**src/rtl/addsub_pkg.sv**
```systemverilog
// Package: shared types and helpers for the registered adder/subtracter.
// Assumes: nothing beyond IEEE 1800-2017 packages.
package addsub_pkg;

    // Operation choice fixed at build time or taken from a pin.
    typedef enum logic [1:0] {
        OP_ADD     = 2'd0,
        OP_SUB     = 2'd1,
        OP_RUNTIME = 2'd2
    } op_mode_e;

    // Map a logical "asserted" flag to a pin level with selectable polarity.
    function automatic logic to_level(input logic asserted, input bit active_high);
        return active_high ? asserted : ~asserted;
    endfunction

    // Map a pin level with selectable polarity back to a logical flag.
    function automatic logic from_level(input logic level, input bit active_high);
        return active_high ? level : ~level;
    endfunction

endpackage

```
**src/rtl/addsub_extend.sv**
```systemverilog
// Module: widens an operand to the result width.
// Does: sign-extends when IS_SIGNED is set, zero-extends otherwise.
// Assumes: OUT_W >= IN_W.
module addsub_extend #(
    parameter int IN_W      = 8,
    parameter int OUT_W     = 10,
    parameter bit IS_SIGNED = 1'b0
) (
    input  logic [IN_W-1:0]  din,
    output logic [OUT_W-1:0] dout
);
    localparam int PAD = OUT_W - IN_W;

    generate
        if (PAD == 0) begin : g_same
            // Same width: pass straight through.
            assign dout = din;
        end else if (IS_SIGNED) begin : g_sext
            // Replicate the sign bit into the pad.
            assign dout = {{PAD{din[IN_W-1]}}, din};
        end else begin : g_zext
            // Fill the pad with zeros.
            assign dout = {{PAD{1'b0}}, din};
        end
    endgenerate
endmodule

```
**src/rtl/addsub_delay.sv**
```systemverilog
// Module: enable-gated delay line of DEPTH stages.
// Does: shifts a bundle one stage per enabled edge; DEPTH = 0 is a wire.
// Assumes: synchronous active-low reset clears every stage to zero.
module addsub_delay #(
    parameter int W     = 8,
    parameter int DEPTH = 2
) (
    input  logic         clk,
    input  logic         rst_n,
    input  logic         en,
    input  logic [W-1:0] din,
    output logic [W-1:0] dout
);
    generate
        if (DEPTH == 0) begin : g_wire
            // No pipeline stage asked for.
            assign dout = din;
        end else begin : g_regs
            logic [W-1:0] stg [DEPTH];

            // Shift the bundle forward on each enabled edge.
            always_ff @(posedge clk) begin
                if (!rst_n) begin
                    for (int i = 0; i < DEPTH; i++) stg[i] <= '0;
                end else if (en) begin
                    stg[0] <= din;
                    for (int i = 1; i < DEPTH; i++) stg[i] <= stg[i-1];
                end
            end

            assign dout = stg[DEPTH-1];
        end
    endgenerate
endmodule

```
**src/rtl/addsub_core.sv**
```systemverilog
// Module: combinational add/subtract with carry/borrow.
// Does: computes a+b+carry or a-b-borrow on W+1 bits and returns the
//       top bit as a logical carry (add) or borrow (subtract).
// Assumes: carry_in is already a logical flag (1 = present).
module addsub_core #(
    parameter int W = 10
) (
    input  logic [W-1:0] a,
    input  logic [W-1:0] b,
    input  logic         do_add,
    input  logic         carry_in,
    output logic [W-1:0] sum,
    output logic         carry_out
);
    logic [W:0] full;

    // One W+1 bit adder or subtracter chosen by the mode flag.
    always_comb begin
        if (do_add)
            full = {1'b0, a} + {1'b0, b} + {{W{1'b0}}, carry_in};
        else
            full = {1'b0, a} - {1'b0, b} - {{W{1'b0}}, carry_in};
    end

    assign sum       = full[W-1:0];
    assign carry_out = full[W];
endmodule

```
**src/rtl/addsub_reg.sv**
```systemverilog
// Module: registered integer adder/subtracter (top).
// Does: delays operands and controls by LATENCY-1 stages, computes the
//       sum or difference (or passes B on a load), and registers s/c_out.
// Assumes: LATENCY >= 1; OUT_WIDTH >= A_WIDTH and OUT_WIDTH >= B_WIDTH;
//          B_CONST fits in B_WIDTH bits.
module addsub_reg #(
    parameter int                      A_WIDTH            = 8,
    parameter bit                      A_SIGNED           = 1'b1,
    parameter int                      B_WIDTH            = 6,
    parameter bit                      B_SIGNED           = 1'b0,
    parameter int                      OUT_WIDTH          = 10,
    parameter addsub_pkg::op_mode_e    OP_MODE            = addsub_pkg::OP_RUNTIME,
    parameter bit                      HAS_CIN            = 1'b1,
    parameter bit                      HAS_COUT           = 1'b1,
    parameter bit                      BORROW_ACTIVE_HIGH = 1'b0,
    parameter bit                      HAS_BYPASS         = 1'b1,
    parameter bit                      HAS_CE             = 1'b1,
    parameter bit                      B_IS_CONST         = 1'b0,
    parameter logic [B_WIDTH-1:0]      B_CONST            = '0,
    parameter logic [OUT_WIDTH-1:0]    S_INIT             = '0,
    parameter int                      LATENCY            = 3
) (
    input  logic                 clk,
    input  logic                 rst_n,
    input  logic                 ce,
    input  logic                 add_sel,
    input  logic                 bypass,
    input  logic                 c_in,
    input  logic [A_WIDTH-1:0]   a,
    input  logic [B_WIDTH-1:0]   b,
    output logic [OUT_WIDTH-1:0] s,
    output logic                 c_out
);
    import addsub_pkg::*;

    localparam int  PIPE_DEPTH = LATENCY - 1;
    localparam int  BUNDLE_W   = A_WIDTH + B_WIDTH + 3;
    localparam bit  IS_RUNTIME = (OP_MODE == OP_RUNTIME);
    localparam bit  FIXED_ADD  = (OP_MODE == OP_ADD);

    logic                 ce_eff;
    logic                 byp_in, add_in, cin_in;
    logic [BUNDLE_W-1:0]  bundle_in, bundle_out;
    logic                 d_byp, d_add, d_cin;
    logic [A_WIDTH-1:0]   d_a;
    logic [B_WIDTH-1:0]   d_b;
    logic [B_WIDTH-1:0]   arith_b;
    logic [OUT_WIDTH-1:0] a_ext, b_ext, byp_ext;
    logic                 add_now, carry_log;
    logic [OUT_WIDTH-1:0] sum;
    logic                 cy_log;
    logic [OUT_WIDTH-1:0] s_next;
    logic                 cout_next;

    // Enable is forced high when the option is off.
    assign ce_eff = ce | ~HAS_CE;

    // Mask disabled controls so the pipeline only carries live values.
    assign byp_in    = bypass  & HAS_BYPASS;
    assign add_in    = add_sel & IS_RUNTIME;
    assign cin_in    = c_in    & HAS_CIN;
    assign bundle_in = {byp_in, add_in, cin_in, b, a};

    addsub_delay #(
        .W     (BUNDLE_W),
        .DEPTH (PIPE_DEPTH)
    ) u_pipe (
        .clk   (clk),
        .rst_n (rst_n),
        .en    (ce_eff),
        .din   (bundle_in),
        .dout  (bundle_out)
    );

    assign {d_byp, d_add, d_cin, d_b, d_a} = bundle_out;

    // Constant operand replaces the port value on the arithmetic path only.
    assign arith_b = B_IS_CONST ? B_CONST : d_b;

    addsub_extend #(.IN_W(A_WIDTH), .OUT_W(OUT_WIDTH), .IS_SIGNED(A_SIGNED))
        u_ext_a (.din(d_a), .dout(a_ext));
    addsub_extend #(.IN_W(B_WIDTH), .OUT_W(OUT_WIDTH), .IS_SIGNED(B_SIGNED))
        u_ext_b (.din(arith_b), .dout(b_ext));
    addsub_extend #(.IN_W(B_WIDTH), .OUT_W(OUT_WIDTH), .IS_SIGNED(B_SIGNED))
        u_ext_l (.din(d_b), .dout(byp_ext));

    // Resolve the operation and the logical carry/borrow for this stage.
    always_comb begin
        add_now   = FIXED_ADD | (IS_RUNTIME & d_add);
        carry_log = HAS_CIN & (add_now ? d_cin
                                       : from_level(d_cin, BORROW_ACTIVE_HIGH));
    end

    addsub_core #(.W(OUT_WIDTH)) u_core (
        .a         (a_ext),
        .b         (b_ext),
        .do_add    (add_now),
        .carry_in  (carry_log),
        .sum       (sum),
        .carry_out (cy_log)
    );

    // Pick load data over arithmetic and set the flag polarity.
    always_comb begin
        if (d_byp) begin
            s_next    = byp_ext;
            cout_next = 1'b0;
        end else begin
            s_next    = sum;
            cout_next = HAS_COUT & (add_now ? cy_log
                                            : to_level(cy_log, BORROW_ACTIVE_HIGH));
        end
    end

    // Output register with power-up value and enable gating.
    always_ff @(posedge clk) begin
        if (!rst_n) begin
            s     <= S_INIT;
            c_out <= 1'b0;
        end else if (ce_eff) begin
            s     <= s_next;
            c_out <= cout_next;
        end
    end
endmodule

```
**config.mk**
```make
export PLATFORM = sky130hd
export DESIGN_NAME = addsub_reg
export DESIGN_NICKNAME = d
export VERILOG_FILES = /design/src/rtl/addsub_pkg.sv /design/src/rtl/addsub_extend.sv /design/src/rtl/addsub_delay.sv /design/src/rtl/addsub_core.sv /design/src/rtl/addsub_reg.sv
export SDC_FILE = /design/constraint.sdc
export NUM_CORES = 1
export LEC_CHECK = 0
export BUFFER_PORTS_ARGS = -buffer_cell sky130_fd_sc_hd__buf_2
export CORE_MARGIN = 2
export CORE_UTILIZATION = 54
export CTS_BUF_LIST = sky130_fd_sc_hd__clkbuf_4 sky130_fd_sc_hd__clkbuf_8
export CTS_CLUSTER_DIAMETER = 120
export CTS_CLUSTER_SIZE = 24
export DETAILED_ROUTE_END_ITERATION = 7
export PLACE_DENSITY = 0.75
export REMOVE_ABC_BUFFERS = 1
export SYNTH_ARGS = -nofsm -noshare
export SYNTH_HDL_FRONTEND = slang
export SYNTH_SLANG_ARGS = --single-unit
export TNS_END_PERCENT = 100
```
**constraint.sdc**
```tcl
create_clock -name clk -period 2.67 [get_ports clk]
set_input_delay 0.534 -clock clk [delete_from_list [all_inputs] [get_ports clk]]
set_output_delay 0.534 -clock clk [all_outputs]
set_load 0.02 [all_outputs]
```
==> summary.md, run 1 <==
| Metric | Value |
|---|---|
| Avg WL per Cell | 13.6 um |
| Comb pwr share | 25.2% |
| Total grt overflow | 0 |
| Setup Viol. Count Final | 0 |
| Via count | 1821 |
| Status | completed |
| WHS Endpoint | s[8] |
| Routability cong. | 0.861 |
| Max-slew violations | 0 |
| FF-to-FF setup slack | 0.07 ns |
| Synth area leaders | edfxtp_1 40%, ha_1 8.7%, dfxtp_1 8.5%, and3_1 8.2%, inv_1 2.3% |
| Worst r2r dst | s[7] |
| Setup crit end kind | register |
| Number of global-route vias before repair | 1717 |
| Crit path required time | 2.86 ns |
| Multi-input logic area | 1230 um2 |
| CTS tree | yes |
| Die Width | 73.2 um |
| Post-synth ARST share | 0% |
| Overall power | 1700 uW |
| Lkg Pwr | 0.00134 uW |
| Hold path depth | 2 |
| TritonCTS buffer count | 5 |
| First-pass GRT wire length | 7.80 mm |
| Hold path start | s[8] |
| Slew HR | 72.6% |
| Switching share of power | 28.8% |
| Synth Area in XOR/XNOR | 3.68% |
| Pint | 1210 uW |
| Register area | 1240 um2 |
| Worst reg-to-reg path cell count | 10 |
| Initial core utilization | 55.4% |
| FP Rows | 25 |
| Final hold vios | 0 |
| I/O pins | 31 |
| Clk_lat worst skew | 0.29 ns |
| Power Dens Cells | 580 nW/um2 |
| Reg2reg start | u_pipe.g_regs.stg[0][32] |
| Mean Syn Cell Area | 11.0 um2 |
| 1st-pass router iterations | 4 |
| IO Port Bufs | 30 |
| Adder-cell share of the synthesized area | 10.3% |
| Vias per cell | 5.62 |
| H-tree levels | 2 |
| VDD IR-drop max | 336 uV |
| Max_cap viols | 0 |
| DRC Markers | 0 |
| Post-DRT Antenna Nets | 0 |
| Yosys reg bits | 45 |
| Worst clock skew | 0.00516 ns |
| Synth warnings | 0 |
| Area growth, synth to finish | 13.1% |
| Clock transition at the registers of the reported paths | 0.08 ns |
| Root Buffer | clkbuf_8 |
| Worst hold path type | register to register |
| Hold Buf Count CTS | 0 |
| Compound-Gate Fraction of Synth Area | 12.5% |
| Largest family of logic cells by synthesized area | simple AND/OR/NAND/NOR gates |
| Share of layout cells above drive strength 1 | 23.0% |
| Number of distinct library cells after synthesis | 53 |
| Detailed Route Iter0 Violations | 96 |
| Tightest Pin Transition | 0.411 ns |
| DP Area | 2800 um2 |
| Final worst setup slack | 0.0692 ns |
| Most used DFF post-synth | edfxtp_1 |
| Clock power share | 24.6% |
| Routed wire length | 4.42 mm |
| Clock sinks | 45 |
| Final min period | 2.60 ns |
| CTS max path bufs | 2 |
| Post-synth EDFFs | 34 |
| Die Height | 73.2 um |
| Synth Cell Area | 2580 um2 |
| Mapped Cells | 234 |
| WS Path Type | register to register |
| Fill cell count | 376 |
| Commonest non-fill, non-tap cells in the layout | 34 x and3_1, 34 x edfxtp_1, 30 x buf_2 |
| Post-Place Worst Slack | -0.00251 ns |
| Die area | 5350 um2 |
| Synth area leader | edfxtp_1 |
| Initial antenna violation count | 0 |
| Fraction of synthesized area in multiplexers | 2.37% |
| CP Max Fanout | 2 |
| Core region area | 4660 um2 |
| Post-synthesis simple-gate area fraction | 18.1% |
| Largest net degree at the start of global routing | 35 |
| Startpoint types | register |
| Net Sw Power | 489 uW |
| Final #Nets | 309 |
| Diode count | 0 |
| Crit path arrival time | 2.79 ns |
| Design Area, Final | 2920 um2 |
| Synth top area share | 39.5% |
| Unrepaired setup endpoints after global routing | true |
| F_max | 0.384 GHz |
| Crit share post-route | 97.4% |
| Post-DP HPWL | 3.23 mm |
| Post-synthesis sequential area ratio | 48.0% |
| GRT Total Usage | 18.9% |
| Flop pwr share | 50.2% |
worst max-delay path by stage:
| stage | start | end | depth (start not counted) |
|---|---|---|---|
| floorplan | u_pipe.g_regs.stg[0][32] | s[7] | 10 |
| global placement | u_pipe.g_regs.stg[0][32] | s[7] | 10 |
| detailed placement | u_pipe.g_regs.stg[0][31] | s[7] | 10 |
| CTS | u_pipe.g_regs.stg[0][32] | s[7] | 10 |
| global route | u_pipe.g_regs.stg[0][32] | s[7] | 10 |
| finish | u_pipe.g_regs.stg[0][32] | s[7] | 10 |
cells in the mapped netlist, types with 2 or more instances:
cell type,n
o31ai_1,3
nand3_1,2
a32o_1,2
mux2i_1,5
fa_1,2
nand2b_1,2
nor2_1,11
edfxtp_1,34
nand3b_1,3
o22ai_1,2
nor3_1,6
and3_1,34
xnor2_1,6
xor2_1,3
o21ai_0,5
or4_1,2
or3_1,2
o21a_1,3
a211oi_1,5
ha_1,18
dfxtp_1,11
nand2_1,8
clkbuf_8,2
inv_1,16
o211ai_1,4
clkbuf_1,8
or2_2,3
nand4_1,2
a21oi_1,5
nor2_2,2
per-stage QoR:
stage | hold WS, ns | TNS [ns] | util [%] | std cells
2_1_floorplan | 0.530 | -0.194 | - | 222
3_3_place_gp | 0.433 | 0 | 60.1 | 315
3_5_place_dp | 0.443 | -0.00251 | 60.1 | 315
4_1_cts | 0.462 | 0 | 62.6 | 324
5_1_grt | 0.488 | -0.103 | 62.7 | 324
6_report | 0.455 | 0 | 62.7 | 324
cell families (layout without fill, tap and decap cells):
logic type      count (synthesis)  in the layout
flops                          45             45
xor+xnor                       10             10
compound gates                 42             42
fa+ha+maj                      20             20
simple gates                   82             82
buf+inv                        29             65
mux                             6              6
worst max-delay path: stages, from the launching register on:
cell,delay [ns]
edfxtp_1,0.43
xor2_2,0.21
xnor2_1,0.13
ha_1,0.18
or2_4,0.26
ha_4,0.26
o21a_1,0.13
o21a_1,0.14
o2bb2ai_1,0.09
or4_1,0.41
a32o_1,0.26
power groups by stage:
stage	clock network, uW	registers, uW	logic (uW)
final	417	850	428
after global placement	0	864	408
after floorplan	0	892	263
after global routing	459	858	482
after CTS	429	851	426
after detailed placement	0	867	415
layout make-up:
type	instances	area share (%)
clock buffers	6	2.61
clock inverters	2	0.514
inverters	17	2.18
multi-input cells	160	42.2
flip-flops and latches	45	42.5
well taps	54	2.31
repair buffers	40	7.71
routing by layer:
metal	wire length (um)	part of all wire (%)	vias to the layer above	global-route usage, %
li1	-	-	932	-
met1	2110	48	838	25.7
met2	2020	46	42	29.5
met3	166	3.8	9	3.73
met4	129	2.9	0	8.02
met5	0	0	-	0
sequential cells by signal, summed over array words and instances (netlist names):
name,count
s,10
c_out,1
u_pipe.g_regs.stg,34
repair_timing:
action / CTS / global route
endpoints found under the setup margin: 1 / 4
pin swaps: 2 / 1
resized for setup: 2 / 2
buffers inserted: 1 / 0
Note: power is estimated with default switching activity, not from simulation.
==> run 2, diff against run 1 <==
Settings changed: CORE_ASPECT_RATIO from default to 0.6.
==> summary.md, run 2 (synthesized netlist as in run 1, its figures left out) <==
| Metric | Value |
|---|---|
| Tightest Pin Transition | 0.438 ns |
| Commonest non-fill, non-tap cells in the layout | 34 x and3_1, 34 x edfxtp_1, 30 x buf_2 |
| Slowest CP cell | edfxtp_1 |
| Max incr delay on CP | 0.44 ns |
| Lkg Pwr | 0.00137 uW |
| Crit path arrival time | 2.82 ns |
| Diode count | 0 |
| Clock sinks | 45 |
| Post-DRT Antenna Nets | 0 |
| CTS max path bufs | 2 |
| Root Buffer | clkbuf_8 |
| Fill cell count | 346 |
| Number of global-route vias before repair | 1646 |
| Setup Viol. Count Final | 0 |
| Design Area, Final | 3000 um2 |
| Via count | 1856 |
| Total grt overflow | 0 |
| Max-slew violations | 0 |
| I/O pins | 31 |
| Initial core utilization | 56.3% |
| Setup crit end kind | register |
| Final #Nets | 310 |
| Die Height | 57.6 um |
| Largest net degree at the start of global routing | 39 |
| Vias per cell | 5.56 |
| Worst Path Buf+Inv | 0 |
| Die Width | 93.3 um |
| Max FFs per register | 34 |
| Detailed Route Iter0 Violations | 68 |
| Final worst setup slack | 0.0463 ns |
| Startpoint types | register |
| Initial antenna violation count | 0 |
| Routability cong. | 0.929 |
| Largest Register | u_pipe.g_regs.stg |
| Routed wire length | 4.84 mm |
| Unrepaired setup endpoints after global routing | true |
| Cell family with most CP delay | simple AND/OR/NAND/NOR gates |
| First-pass GRT wire length | 7.85 mm |
| Max_cap viols | 0 |
| GRT Total Usage | 19.3% |
| Biggest regs | u_pipe.g_regs.stg: 34 flops, s: 10 flops, c_out: 1 flops |
| Status | completed |
| DRC Markers | 0 |
| Crit path cell chain | xor2_2 -> xnor2_2 -> ha_2 -> or2_4 -> ha_4 -> o21a_1 -> o21a_1 -> o2bb2ai_2 -> or4_1 -> a32o_1 |
| CP Max Fanout | 2 |
| 1st-pass router iterations | 4 |
| FP Rows | 19 |
| Final hold vios | 0 |
| Clock transition at the registers of the reported paths | 0.09 ns |
| Most used cell, CP | o21a_1 |
| Avg WL per Cell | 14.5 um |
| Clk_lat worst skew | 0.31 ns |
| Post-Place Worst Slack | -0.0137 ns |
| Die area | 5370 um2 |
| Slew HR | 70.8% |
| Post-DP HPWL | 3.51 mm |
| Crit path required time | 2.87 ns |
| H-tree levels | 2 |
| Final min period | 2.62 ns |
| IO Port Bufs | 30 |
| TritonCTS buffer count | 5 |
| Crit share post-route | 98.3% |
| Worst clock skew | 0.0118 ns |
| Share of layout cells above drive strength 1 | 24.7% |
| Area growth, synth to finish | 16.0% |
| VDD IR-drop max | 344 uV |
| DP Area | 2830 um2 |
| Core region area | 4590 um2 |
| FF-to-FF setup slack | 0.05 ns |
| Power Dens Cells | 617 nW/um2 |
| CTS tree | yes |
| Worst hold path type | register to register |
| WS Path Type | register to register |
| F_max | 0.381 GHz |
run 2: through the flow:
stage / hold WS (ns) / utilization (%) / setup TNS (ns) / power [uW] / instances
finish: 0.460 / 65.3 / 0 / 1850 / 334
global route: 0.495 / 65.3 / -0.0597 / 1930 / 334
CTS: 0.469 / 64.6 / 0 / 1840 / 333
detailed placement: 0.449 / 61.8 / -0.0137 / 1300 / 325
global placement: 0.431 / 61.8 / 0 / 1280 / 325
floorplan: 0.530 / - / -0.194 / 1160 / 222
run 2: layout make-up:
cell class / count / area, um2 / share of cell area [%]
clock buffer: 5 / 68.8 / 2.30
tap: 63 / 78.8 / 2.63
inverter: 17 / 63.8 / 2.13
sequential: 45 / 1240 / 41.4
clock inverter: 3 / 47.5 / 1.59
timing repair buffer: 41 / 245 / 8.18
multi-input combinational: 160 / 1250 / 41.8
run 2: tightest hold or removal path: cells and delay by family, from the launching register on:
| kind | cells | cell delay, ns |
|---|---|---|
| compound gates | 1 | 0.05 |
| flops | 1 | 0.33 |
| simple gates | 1 | 0.05 |
run 2: power breakdown:
group	switching (uW)	leakage (uW)	total, uW	internal [uW]
clock network	255	0.0000591	541	286
registers	35.4	0.000462	851	816
logic	249	0.000852	457	209
run 2: final timing paths:
path | start | end | cells after the start
worst max-delay path | u_pipe.g_regs.stg[0][32] | s[7] | 10
worst min-delay path | s[8] | s[8] | 2
worst max register to register | u_pipe.g_regs.stg[0][32] | s[7] | 10
worst min register to register | s[8] | s[8] | 2
run 2: repair_timing:
item	CTS	global route
hold buffers	0	0
gates resized for setup	2	6
setup buffers	0	1
setup endpoints to repair	1	6
pin swaps	0	2
run 2: layer usage:
metal	wire length (um)	track usage, %	vias to the layer above
li1	-	-	933
met1	2540	29.1	869
met2	1950	27.4	49
met3	298	4.89	5
met4	44	5.67	0
met5	0	0	-
